File: src/rtl/xmon_pkg.sv
package xmon_pkg;
  localparam int CNT_W = 10;
  localparam int NUM_DET = 2;
  localparam int DET_STOP = 0;
  localparam int DET_FREQ = 1;
  typedef logic [CNT_W-1:0] xcount_t;
  localparam xcount_t CNT_MAX = '1;
endpackage

File: src/rtl/xmon_edge_sync.sv
module xmon_edge_sync #(
  parameter int STAGES = 2
) (
  input  logic clk,
  input  logic rst_n,
  input  logic async_in,
  output logic rise_o
);
  logic [STAGES:0] shreg;

  always_ff @(posedge clk or negedge rst_n) begin
    if (!rst_n) shreg <= '0;
    else        shreg <= {shreg[STAGES-1:0], async_in};
  end

  // shreg[STAGES-1] is the synchronised level, shreg[STAGES] its previous value
  assign rise_o = shreg[STAGES-1] & ~shreg[STAGES];
endmodule

File: src/rtl/xmon_window_meter.sv
module xmon_window_meter
  import xmon_pkg::*;
#(
  parameter int GATE_CYCLES = 256
) (
  input  logic    clk,
  input  logic    rst_n,
  input  logic    edge_i,
  output logic    done_o,
  output xcount_t count_o
);
  localparam int GW = $clog2(GATE_CYCLES);

  logic [GW-1:0] gate_q;
  xcount_t       edges_q;
  xcount_t       edges_nx;
  logic          gate_last;

  assign gate_last = (gate_q == GW'(GATE_CYCLES - 1));
  assign edges_nx  = (edges_q == CNT_MAX) ? edges_q : edges_q + xcount_t'(edge_i);

  always_ff @(posedge clk or negedge rst_n) begin
    if (!rst_n) begin
      gate_q  <= '0;
      edges_q <= '0;
      count_o <= '0;
      done_o  <= 1'b0;
    end else begin
      done_o <= gate_last;
      if (gate_last) begin
        gate_q  <= '0;
        edges_q <= '0;
        count_o <= edges_nx;
      end else begin
        gate_q  <= gate_q + 1'b1;
        edges_q <= edges_nx;
      end
    end
  end
endmodule

File: src/rtl/xmon_idle_timer.sv
module xmon_idle_timer #(
  parameter int STOP_CYCLES = 64
) (
  input  logic clk,
  input  logic rst_n,
  input  logic edge_i,
  output logic stopped_o
);
  localparam int IW = $clog2(STOP_CYCLES + 1);
  localparam logic [IW-1:0] LIMIT = IW'(STOP_CYCLES);

  logic [IW-1:0] idle_q;

  always_ff @(posedge clk or negedge rst_n) begin
    if (!rst_n)                 idle_q <= '0;
    else if (edge_i)            idle_q <= '0;
    else if (idle_q != LIMIT)   idle_q <= idle_q + 1'b1;
  end

  assign stopped_o = (idle_q == LIMIT);
endmodule

File: src/rtl/xmon_sticky_flag.sv
module xmon_sticky_flag (
  input  logic clk,
  input  logic rst_n,
  input  logic det_en,
  input  logic event_i,
  input  logic clr_i,
  output logic flag_o
);
  always_ff @(posedge clk or negedge rst_n) begin
    if (!rst_n) flag_o <= 1'b0;
    else        flag_o <= (det_en & event_i) | (flag_o & ~clr_i);
  end
endmodule

File: src/rtl/xmon_top.sv
module xmon_top
  import xmon_pkg::*;
#(
  parameter int GATE_CYCLES = 256,
  parameter int STOP_CYCLES = 64,
  parameter int SYNC_STAGES = 2
) (
  input  logic       clk,
  input  logic       rst_n,
  input  logic       xtal_clk,
  input  logic       stop_det_en,
  input  logic       freq_det_en,
  input  logic       stop_irq_en,
  input  logic       freq_irq_en,
  input  logic [9:0] win_upper,
  input  logic [9:0] win_lower,
  input  logic       stop_flag_clr,
  input  logic       freq_flag_clr,
  output logic       stop_flag,
  output logic       freq_flag,
  output logic       irq_o
);
  logic    xtal_rise;
  logic    meas_vld;
  xcount_t meas_cnt;
  logic    stop_cond;
  logic    freq_bad;

  logic [NUM_DET-1:0] det_en, det_evt, det_clr, det_flag, det_ien;

  xmon_edge_sync #(.STAGES(SYNC_STAGES)) u_sync (
    .clk(clk), .rst_n(rst_n), .async_in(xtal_clk), .rise_o(xtal_rise)
  );

  xmon_window_meter #(.GATE_CYCLES(GATE_CYCLES)) u_meter (
    .clk(clk), .rst_n(rst_n), .edge_i(xtal_rise),
    .done_o(meas_vld), .count_o(meas_cnt)
  );

  xmon_idle_timer #(.STOP_CYCLES(STOP_CYCLES)) u_idle (
    .clk(clk), .rst_n(rst_n), .edge_i(xtal_rise), .stopped_o(stop_cond)
  );

  assign freq_bad = meas_vld & ((meas_cnt > win_upper) | (meas_cnt < win_lower));

  assign det_en[DET_STOP]  = stop_det_en;
  assign det_en[DET_FREQ]  = freq_det_en;
  assign det_evt[DET_STOP] = stop_cond;
  assign det_evt[DET_FREQ] = freq_bad;
  assign det_clr[DET_STOP] = stop_flag_clr;
  assign det_clr[DET_FREQ] = freq_flag_clr;
  assign det_ien[DET_STOP] = stop_irq_en;
  assign det_ien[DET_FREQ] = freq_irq_en;

  for (genvar gi = 0; gi < NUM_DET; gi++) begin : g_flag
    xmon_sticky_flag u_flag (
      .clk(clk), .rst_n(rst_n), .det_en(det_en[gi]), .event_i(det_evt[gi]),
      .clr_i(det_clr[gi]), .flag_o(det_flag[gi])
    );
  end

  assign stop_flag = det_flag[DET_STOP];
  assign freq_flag = det_flag[DET_FREQ];
  assign irq_o     = |(det_flag & det_ien);
endmodule

File: config.mk
export PLATFORM = sky130hd
export DESIGN_NAME = xmon_top
export DESIGN_NICKNAME = d
export VERILOG_FILES = /design/src/rtl/xmon_pkg.sv /design/src/rtl/xmon_edge_sync.sv /design/src/rtl/xmon_window_meter.sv /design/src/rtl/xmon_idle_timer.sv /design/src/rtl/xmon_sticky_flag.sv /design/src/rtl/xmon_top.sv
export SDC_FILE = /design/constraint.sdc
export NUM_CORES = 1
export LEC_CHECK = 0
export BUFFER_PORTS_ARGS = -buffer_cell sky130_fd_sc_hd__buf_2
export CORE_ASPECT_RATIO = 0.9
export CORE_MARGIN = 3
export CORE_UTILIZATION = 55
export CTS_BUF_LIST = sky130_fd_sc_hd__clkbuf_8
export DETAILED_ROUTE_END_ITERATION = 6
export PLACE_DENSITY = 0.75
export SETUP_SLACK_MARGIN = 0.3
export SYNTH_ARGS = -nofsm -noshare
export SYNTH_HDL_FRONTEND = slang
export SYNTH_SLANG_ARGS = --single-unit
File: constraint.sdc
create_clock -name clk -period 3.6 [get_ports clk]
set_input_delay 0.72 -clock clk [delete_from_list [all_inputs] [get_ports clk]]
set_output_delay 0.72 -clock clk [all_outputs]
set_load 0.1 [all_outputs]
# == Word-level counts from Yosys, hierarchy flattened ==
# Index checks and enable logic that the tools add are counted.
# totals
memories,0
input_bits,29
wordCells,37
reg_bits,41
output_inout_bits,3
mem_bits_rw,0
latch_bits,0
rom_bits,0
# op_classes
bitwise,13
order_cmp,2
div_mod_pow,0
mux,5
n_reduce_logical,2
addsub,3
mul,0
n_eq_ne,4
shift,0
# ops
op,n
10-bit two-way mux,2
7-bit two-way mux,2
10-bit by 1-bit adder with 10-bit output,1
10-bit equality test (second input constant),1
10-bit > comparator,1
10-bit < comparator,1
8-bit by 1-bit adder with 8-bit output (second input constant),1
8-bit equality test (second input constant),1
8-bit two-way mux,1
7-bit by 1-bit adder with 7-bit output (second input constant),1
7-bit equality test (second input constant),1
7-bit inequality test (second input constant),1
1-bit bitwise AND,6
1-bit inverter,3
1-bit OR,3
2-bit bitwise AND,1
2-bit nonzero test,1
2-bit OR reduction,1

# == Logic depth before layout (Yosys ltp) ==
# Gate-level depths: netlist of run 1.
# logic_depth
word_depth,5
ltp_mapped,8
depth_no_buf,7

# == Modules after synthesis ==
# A second synthesis of run 1 with hierarchy kept.
# hier_totals
hier_cells,234
area_unflattened_um2,2282.2
# by_module_without_submodules
mod,cells_per_inst,n_inst,seq_area_each_um2,area_each_um2
xmon_window_meter,117,1,725.7,1251.2
xmon_top,68,1,0.0,489.2
xmon_idle_timer,37,1,175.2,370.4
xmon_edge_sync,4,1,75.1,88.8
xmon_sticky_flag,4,2,25.0,41.3

# == Least setup slack after synthesis of run 1 ==
# Ideal clock, no wire load.
# synth_timing
path_type,register to output
from,reg g_flag[0].u_flag.flag_o
to,out irq_o
required_time_ps,2880
t_arrival_ps,1811
n_path_buf,0
path_slack_ps,1069
stages_incl_launch_ff,2
path_cell_list,dfrtp_1 > a22o_1
# synth_between
elab_chain_len,2
# synth_lines
item,line_no,text
from (decl),xmon_sticky_flag.sv:7,output logic flag_o
from (signal assigned),xmon_sticky_flag.sv:11,else flag_o <= (det_en & event_i) | (flag_o & ~clr_i);
2-bit bitwise AND,xmon_top.sv:64,assign irq_o = |(det_flag & det_ien);
2-bit OR reduction,xmon_top.sv:64,
to (decl),xmon_top.sv:21,output logic irq_o
# No other way between the ends.

# == Worst setup path in the final report of run 1 ==
# layout_timing
from,reg u_meter.gate_q[0]
to,reg u_meter.edges_q[2]
# layout_between
elab_chain_len,2
# layout_lines
item,line_no,text
from (decl),xmon_window_meter.sv:14,logic [GW-1:0] gate_q;
from (signal assigned),xmon_window_meter.sv:35,gate_q <= gate_q + 1'b1;
8-bit equality test,xmon_window_meter.sv:19,assign gate_last = (gate_q == GW'(GATE_CYCLES - 1));
10-bit two-way mux,xmon_window_meter.sv:30,if (gate_last) begin
to (signal assigned),xmon_window_meter.sv:36,edges_q <= edges_nx;
to (decl),xmon_window_meter.sv:15,xcount_t edges_q;
# No other way between the ends.
# A chain may end at the register's enable or synchronous reset.

==> flow_summary.toml, run 1 <==
[detailed_routing]
detail_route.wirelength_um = 3780
vias_per_std_cell = 5.07
drtPass1Iterations = 4
vias = 1593
final_antenna_net_count = 0
drc = 0
drt-wirelength-per-cell_um = 12.0
drt_iter0_drcs = 57

[floorplan]
die_wd_um = 73.1
initial_utilization_pct = 58.5
core_area_um2 = 3810
rows = 21
ioPinCount = 32
die_area_um2 = 4850
dieHeight_um = 66.4

[synth]
synth_top_area_cell = "dfrtp_1"
postSynth.topFlopCell = "dfrtp_1"
yosys.area.top_type_share_pct = 46.1
synth_edf_count = 0
part_of_the_yosys_area_used_for_sequential_elements_pct = 46.1
count_of_different_cell_masters_after_synthesis = 36
netlist_area_um2 = 2230
post_synth_inst_count = 233
yosysWarningCount = 0
postSynthNetCount = 286
ffs_latches_synth = 41
synth_area_per_cell_um2 = 9.56
ys_top_cells_by_area = "dfrtp_1, ha_1, nor2_1"
synthArstFlopShare_pct = 100

[final_layout]
fin_area_um2 = 2510
antenna_cells = 0
synthToLayoutAreaGrowth_pct = 12.7
fin_nets = 320
post_route_cells_drive_above_1_share_pct = 16.8

[critical_path]
required_time_worst_endpoint_ns = 3.76
arrival_time_worst_endpoint_ns = 2.39
crit_path_max_incr_delay_ns = 0.58
criticalPathCategory = "flop to flop"
cp-end-kind = "flop"
crit_chain = "ha_1, nand3_1, nor2_1, nand3_1, inv_1, nor2_1"
critPathMaxFanout = 22
worst_setup_path_start_kind = "flop"
crit_slowest_cell = "inv_1"

[clock_tree]
postCtsSetupBuffers = 0
tritoncts_num_sinks = 41
clock_tree_from_tritoncts = "yes"
ctsRootBufferMaster = "clkbuf_8"
clk_pin_slew_worst_paths_ns = 0.07
cts.hold.buffers_added = 0
clock_tree.buffer_depth = 2
htree_levels = 2
count_of_cells_resized_by_post_cts_repair = 0
clock_insertion_delay_worst_skew_ns = 0.29
tritoncts.num_buffers = 5

[grt]
number_of_antenna_violations_at_the_first_check_in_global_routing = 0
pin_count_of_the_biggest_net_entering_global_routing = 42
grtUsageTotal_pct = 17.9
grt_overflow_total = 0
grt_pass1_vias = 1505
wire_length_of_the_first_global_routing_pass_um = 6630

[placement]
placement.io_buffers = 31
dp_hpwl_um = 2940
placedInstanceArea_um2 = 2420
globalplace.congestion = 0.792

[sta]
share_of_the_clock_period_used_by_the_worst_path_after_layout_pct = 62.0
setup_viol_count_final = 0
finalCriticalPeriod_ns = 2.23
worst-slew-pin-transition_ns = 0.865
setup_tns_ns = 0
fmaxAchievable_mhz = 448
finalClockSkew_ns = 0.00403
rsz0062_at_grt = "false"
hold_viol = 0
max_slew_margin_pct = 42.4
count_of_pins_over_their_slew_limit = 0

[worst_hold_path]
min_path_type = "flop to flop"

[run_status]
run_status = "completed"

[pwr]
pwr_density_cell_nw_per_um2 = 406
power.static_leakage_nw = 1.31
ir_drop_mv = 0.338

[flow_run]
drv_cap = 0
[flip-flops by register name (all words and copies together) (netlist names)]
register              flops
u_meter.count_o          10
u_meter.edges_q          10
u_meter.gate_q            8
u_idle.idle_q             7
u_sync.shreg              3
g_flag.u_flag.flag_o      2
u_meter.done_o            1
[layout by cell type (no fill, tap or decap), types with 2 or more instances in the layout]
| master | netlist | routed |
|---|---|---|
| a21oi_1 | 10 | 10 |
| a22o_1 | 2 | 2 |
| and2_1 | 2 | 2 |
| and3_1 | 3 | 3 |
| buf_2 | 1 | 31 |
| clkbuf_8 | 0 | 5 |
| clkinv_2 | 0 | 2 |
| dfrtp_1 | 41 | 41 |
| ha_1 | 24 | 24 |
| inv_1 | 27 | 27 |
| mux2i_1 | 3 | 3 |
| nand2_1 | 20 | 20 |
| nand2b_1 | 2 | 2 |
| nand3_1 | 10 | 10 |
| nand4_1 | 5 | 5 |
| nor2_1 | 29 | 29 |
| nor3_1 | 3 | 3 |
| o21ai_0 | 15 | 15 |
| o21bai_1 | 2 | 2 |
| or2_2 | 2 | 2 |
| xnor2_1 | 9 | 9 |
| xor2_1 | 5 | 5 |
[cell families after synthesis]
family / count (synthesis) / synth area share (%)
AND/OR/NAND/NOR: 81 / 17.6
flip-flops: 41 / 46.1
AO/OA/AOI/OAI: 39 / 10.7
buffers and inverters: 31 / 5.28
adder cells (fa/ha/maj): 24 / 13.5
XOR/XNOR: 14 / 5.51
multiplexers: 3 / 1.35
[where the power goes]
part | switching, W | leakage (nW) | internal [W] | total, W
sequential | 0.0000606 | 0.536 | 0.000510 | 0.000571
clock | 0.000149 | 0.0439 | 0.000134 | 0.000282
combinational | 0.0000889 | 0.727 | 0.0000758 | 0.000165
total | 0.000298 | 1.31 | 0.000720 | 0.00102
[worst max-delay path, delay by kind of cell (launching register included)]
kind / cells / cell delay, ns
DFF: 1 / 0.37
and+or+nand+nor: 4 / 0.97
buffers and inverters: 1 / 0.58
adders and majority gates: 1 / 0.18
[through the flow]
step	std cells	util, %	total power, W	hold WS (ns)	setup slack, ns
floorplan	233	-	0.000679	0.331	1.07
global placement	306	63.6	0.000734	0.336	1.43
detailed placement	306	63.6	0.000746	0.347	1.33
CTS	314	65.9	0.00103	0.365	1.32
global route	314	65.9	0.00109	0.368	1.01
finish	314	65.9	0.00102	0.359	1.37
[cell usage after synthesis (2+ instances only)]
master and number:
ha_1 24, a21oi_1 10, a22o_1 2, nor3_1 3
dfrtp_1 41, nor2_1 29, or2_2 2, and3_1 3
mux2i_1 3, nand3_1 10, xnor2_1 9, nand2_1 20
xor2_1 5, and2_1 2, o21bai_1 2, o21ai_0 15
inv_1 27, nand2b_1 2, nand4_1 5, clkbuf_1 3
[layout make-up]
class / instances / area, µm²
fill: 320 / 1300
sequential: 41 / 1030
inverter: 27 / 101
timing repair buffer: 31 / 155
clock inverter: 3 / 17.5
clock buffer: 5 / 68.8
tap: 46 / 57.6
multi-input combinational: 161 / 1080
[final timing paths]
kind | start | end | slack (ns) | cells after the start
setup / recovery | u_meter.gate_q[0] | u_meter.edges_q[2] | 1.37 | 6
hold / removal | u_sync.shreg[0] | u_sync.shreg[1] | 0.36 | 0
setup reg to reg | u_meter.gate_q[0] | u_meter.edges_q[2] | 1.37 | 6
hold reg to reg | u_sync.shreg[0] | u_sync.shreg[1] | 0.36 | 0
max in group asynchronous | rst_n | u_meter.gate_q[5] | 2.52 | 1
min in group asynchronous | rst_n | u_meter.count_o[4] | 0.54 | 1
[metal layers]
layer	part of all wire [%]	vias to the layer above	wire length (µm)	global-route usage [%]
li1	-	858	-	-
met1	51	704	1950	26.1
met2	42	26	1600	26.1
met3	5.1	5	194	5.47
met4	1.1	0	40	4.15
met5	0	-	0	0
No activity file was read; power rests on OpenSTA's default activity.
==> run 2, diff against run 1 <==
Settings changed: CORE_UTILIZATION 55 to 53, PLACE_DENSITY 0.75 to 0.76.
Clock period 3.6 ns to 1.9 ns, I/O delays scaled along.
==> run 2 against run 1 <==
Register-to-register slack worse by 1.1 ns. Sequential cell count did not move. Combinational power increased by 120%. Global-route usage increased by 0.10 points. Utilization increased by 3.0 points. Critical path type unchanged. Largest power group unchanged.
==> flow_summary.toml, run 2 (synthesized netlist as in run 1, its figures left out) <==
[clock_tree]
clk_pin_slew_worst_paths_ns = 0.07
ctsRootBufferMaster = "clkbuf_8"
clock_tree_from_tritoncts = "yes"
tritoncts_num_sinks = 41
clock_insertion_delay_worst_skew_ns = 0.29
tritoncts.num_buffers = 5
htree_levels = 2
clock_tree.buffer_depth = 2

[final_layout]
layout_common_cells = "dfrtp_1, buf_2, inv_1, nor2_1, ha_1"
mostFrequentLayoutCell = "dfrtp_1"
fin_nets = 329
final.fill_count = 319
post_route_cells_drive_above_1_share_pct = 24.5
layout.cells.non_filler = 323
top_regs = "u_meter.count_o x10, u_meter.edges_q x10, u_meter.gate_q x8"
synthToLayoutAreaGrowth_pct = 20.3
antenna_cells = 0

[sta]
setup_tns_ns = 0
postLayoutSetupSlackWorst_ns = 0.318
setup_viol_count_final = 0
max_slew_margin_pct = 67.6
share_of_the_clock_period_used_by_the_worst_path_after_layout_pct = 83.3
finalClockSkew_ns = 0.00332
finalCriticalPeriod_ns = 1.58
count_of_pins_over_their_slew_limit = 0
rsz0062_at_grt = "true"
hold_viol = 0
fmaxAchievable_mhz = 632
holdWs_ns = 0.0392
worst-slew-pin-transition_ns = 0.489

[grt]
pin_count_of_the_biggest_net_entering_global_routing = 23
grt_pass1_vias = 1546
number_of_antenna_violations_at_the_first_check_in_global_routing = 0
grt_overflow_total = 0
grtUsageTotal_pct = 18.0
wire_length_of_the_first_global_routing_pass_um = 6740

[critical_path]
criticalPathCategory = "flop to flop"
worst_path_dominant_cell_family = "simple AND/OR/NAND/NOR gates"
crit_chain = "or4b_4, nor3b_4, mux2i_1, nor2_1"
reg2reg_to = "u_idle.idle_q[1]"
critPathBufInv = 0
worst_r2r_startpoint = "u_idle.idle_q[4]"
arrival_time_worst_endpoint_ns = 1.77
ff2ff_setup_slack_ns = 0.32
crit_path_max_incr_delay_ns = 0.55
worstRegToRegCells = 4
required_time_worst_endpoint_ns = 2.08
cp.depth = 4
cp-end-kind = "flop"
critPathMaxFanout = 4
crit_slowest_cell = "or4b_4"
worst_setup_path_start_kind = "flop"

[placement]
dp_hpwl_um = 3210
placement.io_buffers = 31
pre_cts_ws_ns = 0.227
globalplace.congestion = 0.787
place.detailed.instances = 310

[detailed_routing]
drtPass1Iterations = 4
vias_per_std_cell = 5.29
drc = 0
drt-wirelength-per-cell_um = 13.1
vias = 1708
detail_route.wirelength_um = 4230
final_antenna_net_count = 0
drt_iter0_drcs = 56

[flow_run]
drv_cap = 0

[pwr]
ir_drop_mv = 0.425
power.static_leakage_nw = 1.36
pwr_density_cell_nw_per_um2 = 733
design_power_total_w = 0.00196

[floorplan]
ioPinCount = 32
die_area_um2 = 5020
core_area_um2 = 3890
initial_utilization_pct = 57.3
rows = 21
die_wd_um = 74.3
dieHeight_um = 67.5

[worst_hold_path]
min_path_type = "input pin to asynchronous set/reset pin"

[run_status]
run_status = "completed"
==> run 2: repair_timing <==
action | CTS | global route
pin swaps | 3 | 4
hold buffers | 0 | 0
resized for setup | 3 | 17
gates cloned | 0 | 1
endpoints found under the setup margin | 16 | 28
endpoints found under the hold margin | 0 | 0
setup buffers | 3 | 1
==> run 2: power by group <==
part           switching, W  internal, W
Clock              0.000273     0.000244
Combinational      0.000179     0.000179
Sequential         0.000122     0.000967
==> run 2: routing by layer <==
metal / up-vias / wire length [µm] / GRT usage [%]
met1: 798 / 2050 / 23.7
met5: - / 0 / 0
met3: 4 / 184 / 6.10
li1: 874 / - / -
met4: 0 / 21 / 5.56
met2: 32 / 1970 / 28.4
==> run 2: layout make-up <==
| class | count | area [µm²] | area share [%] |
|---|---|---|---|
| tap | 46 | 57.6 | 2.15 |
| multi-input combinational | 161 | 1170 | 43.5 |
| inverter | 27 | 105 | 3.92 |
| clock buffer | 5 | 68.8 | 2.57 |
| clock inverter | 3 | 11.3 | 0.420 |
| timing repair buffer | 39 | 238 | 8.87 |
| timing repair inverter | 1 | 5.00 | 0.187 |
| sequential | 41 | 1030 | 38.4 |
==> run 2: worst max-delay path by stage <==
stage,startpoint,to,slack (ns)
finish,u_idle.idle_q[4],u_idle.idle_q[1],0.32
global route,u_sync.shreg[2],u_meter.count_o[7],0.27
CTS,u_meter.gate_q[0],u_meter.count_o[2],0.28
detailed placement,u_sync.shreg[2],u_meter.count_o[8],0.23
global placement,u_idle.idle_q[3],u_idle.idle_q[1],0.28
floorplan,u_sync.shreg[2],u_meter.count_o[8],0.34
==> run 2: through the flow <==
stage          cell area, µm²  util (%)
2_1_floorplan            2260         -
3_3_place_gp             2490      64.1
3_5_place_dp             2490      64.1
4_1_cts                  2600      67.0
5_1_grt                  2680      68.9
6_report                 2680      68.9
==> run 3, diff against run 2 <==
Settings changed: CORE_UTILIZATION 53 to 55, PLACE_DENSITY 0.76 to 0.75.
Clock period 1.9 ns to 1.5 ns, I/O delays scaled along.
==> run 3 against run 2 <==
The flow now finishes with violations (setup timing). Combinational power rose by 140%. Total power rose by 53%. Worst setup slack got worse by 0.40 ns. First-iteration DRC count rose by 63%. Fmax rose by 0.19%. Global-route usage rose by 4.0 points. Utilization rose by 21 points. Sequential cell count did not move. Cell count rose by 11%. Routed wire length rose by 44%. Sequential power rose by 28%. Critical path depth did not move. Critical endpoint unchanged. Largest power group unchanged. Highest routed layer unchanged.
==> flow_summary.toml, run 3 (synthesized netlist as in run 1, its figures left out) <==
[floorplan]
initial_utilization_pct = 58.5
dieHeight_um = 66.4
ioPinCount = 32
die_wd_um = 73.1
core_area_um2 = 3810
die_area_um2 = 4850
rows = 21

[critical_path]
ff2ff_setup_slack_ns = -0.08
crit_slowest_cell = "or4b_4"
crit_path_max_incr_delay_ns = 0.55
worst_r2r_startpoint = "u_idle.idle_q[3]"
reg2reg_to = "u_idle.idle_q[1]"
cp-end-kind = "flop"
worstRegToRegCells = 4
criticalPathCategory = "flop to flop"
worstSetupStartpoint = "u_idle.idle_q[3]"
arrival_time_worst_endpoint_ns = 1.77
critPathMaxFanout = 4
worst_setup_path_start_kind = "flop"
crit_chain = "or4b_4, nor3b_4, mux2i_1, nor2_1"
required_time_worst_endpoint_ns = 1.69

[clock_tree]
tritoncts_num_sinks = 41
clk_pin_slew_worst_paths_ns = 0.08
tritoncts.num_buffers = 5
ctsRootBufferMaster = "clkbuf_8"
htree_levels = 2
clock_tree_from_tritoncts = "yes"
clock_insertion_delay_worst_skew_ns = 0.30
clock_tree.buffer_depth = 2

[detailed_routing]
vias = 1951
final_antenna_net_count = 0
drt_iter0_drcs = 91
drt-wirelength-per-cell_um = 16.9
drtPass1Iterations = 4
vias_per_std_cell = 5.42
detail_route.wirelength_um = 6070
drc = 0

[final_layout]
mostFrequentLayoutCell = "dfrtp_1"
final.fill_count = 168
fin_area_um2 = 3410
top_regs = "u_meter.count_o x10, u_meter.edges_q x10, u_meter.gate_q x8"
post_route_cells_drive_above_1_share_pct = 47.1
fin_nets = 366
layout_common_cells = "dfrtp_1, buf_4, buf_2, inv_1"
synthToLayoutAreaGrowth_pct = 53.3
antenna_cells = 0

[pwr]
combPwrFrac_pct = 29.2
net-switching-power_w = 0.000987
switching_share_pct = 32.9
pwr_density_cell_nw_per_um2 = 878
internal-power_w = 0.00201
power.static_leakage_nw = 1.64
ir_drop_mv = 0.800
seq_power_share_pct = 46.8
design_power_total_w = 0.00300
power.share.clock_pct = 24.0

[sta]
max_slew_margin_pct = 72.5
count_of_pins_over_their_slew_limit = 0
rsz0062_at_grt = "true"
worst-slew-pin-transition_ns = 0.412
holdWs_ns = 0.105
fmaxAchievable_mhz = 633
hold_viol = 0
share_of_the_clock_period_used_by_the_worst_path_after_layout_pct = 105
finalCriticalPeriod_ns = 1.58
setup_viol_count_final = 8
postLayoutSetupSlackWorst_ns = -0.0796
finalClockSkew_ns = 0.0117

[grt]
pin_count_of_the_biggest_net_entering_global_routing = 21
globalRouteMet1Util_pct = 30.7
wire_length_of_the_first_global_routing_pass_um = 8200
layer_with_the_highest_usage = "met2"
grt_pass1_vias = 1833
grt_overflow_total = 0
number_of_antenna_violations_at_the_first_check_in_global_routing = 0
grtUsageMet2_pct = 35.3
grtUsageMet3_pct = 5.02
grtUsageTotal_pct = 22.0

[worst_hold_path]
holdCritStartpoint = "xtal_clk"
hold_end = "u_sync.shreg[0]"
worstHoldPathCells = 1
min_path_type = "input pin to flop"

[run_status]
run_status = "finished, violations left"
violations = "setup timing"

[placement]
placedInstanceArea_um2 = 2720
pre_cts_ws_ns = -0.0672
globalplace.congestion = 0.768
placement.io_buffers = 31
dp_hpwl_um = 3410

[flow_run]
drv_cap = 0
-- run 3: cell types whose count changed in the layout (fill, tap and decap cells not counted), moves of 4 or more --
cell	delta
buf_4	+23
xnor2_1	-5
nand3_1	-5
o21ai_1	+9
o21ai_0	-11
nor2_1	-8
buf_6	+12
ha_4	+5
nand2_1	-4
xnor2_2	+4
nor2_4	+11
ha_1	-5
-- run 3: power by group through the flow --
stage / logic (W) / registers, W / clock network [W]
finish: 0.000875 / 0.00140 / 0.000720
global route: 0.000938 / 0.00141 / 0.000765
CTS: 0.000765 / 0.00136 / 0.000710
detailed placement: 0.000668 / 0.00139 / 0
global placement: 0.000649 / 0.00138 / 0
floorplan: 0.000372 / 0.00139 / 0
-- run 3: critical path: cells and delay by family (launching register included) --
family           cells  cell delay [ns]
AND/OR/NAND/NOR      3             0.88
multiplexers         1             0.22
flip-flops           1             0.38
-- run 3: layout make-up --
type	count	area [µm²]	area share, %
Clock buffer	5	68.8	2.02
Multi-Input combinational cell	161	1500	44.0
Tap cell	46	57.6	1.69
Timing Repair Buffer	76	606	17.7
Sequential cell	41	1030	30.2
Inverter	27	114	3.34
Clock inverter	3	17.5	0.513
Timing Repair inverter	1	16.3	0.477
-- run 3: through the flow --
stage	util [%]	TNS [ns]	instances
5_1_grt	89.6	-0.942	360
3_3_place_gp	71.3	-0.0805	325
4_1_cts	82.4	-0.170	347
6_report	89.6	-0.307	360
2_1_floorplan	-	-0.0972	233
3_5_place_dp	71.3	-0.367	325
-- run 3: worst max path at each step --
stage,endpoint,slack (ns),cells after the start
after global placement,u_idle.idle_q[1],-0.04,4
after global routing,u_idle.idle_q[2],-0.16,5
after floorplan,u_idle.idle_q[1],-0.05,4
final,u_idle.idle_q[1],-0.08,4
after detailed placement,u_idle.idle_q[2],-0.07,5
after CTS,u_idle.idle_q[2],-0.07,5
-- run 3: what timing repair did --
item                                    4_1_cts  5_1_grt
gates cloned                                  0        1
hold buffers                                  1        0
pin swaps                                    21       22
endpoints found under the hold margin        17        0
endpoints found under the setup margin       34       36
resized for setup                            57       35
setup buffers                                13       12
-- run 3: routing by layer --
metal / part of all wire, % / up-vias
met5: 0 / -
met4: 2.0 / 0
met3: 4.0 / 14
met1: 44 / 935
li1: - / 944
met2: 50 / 58
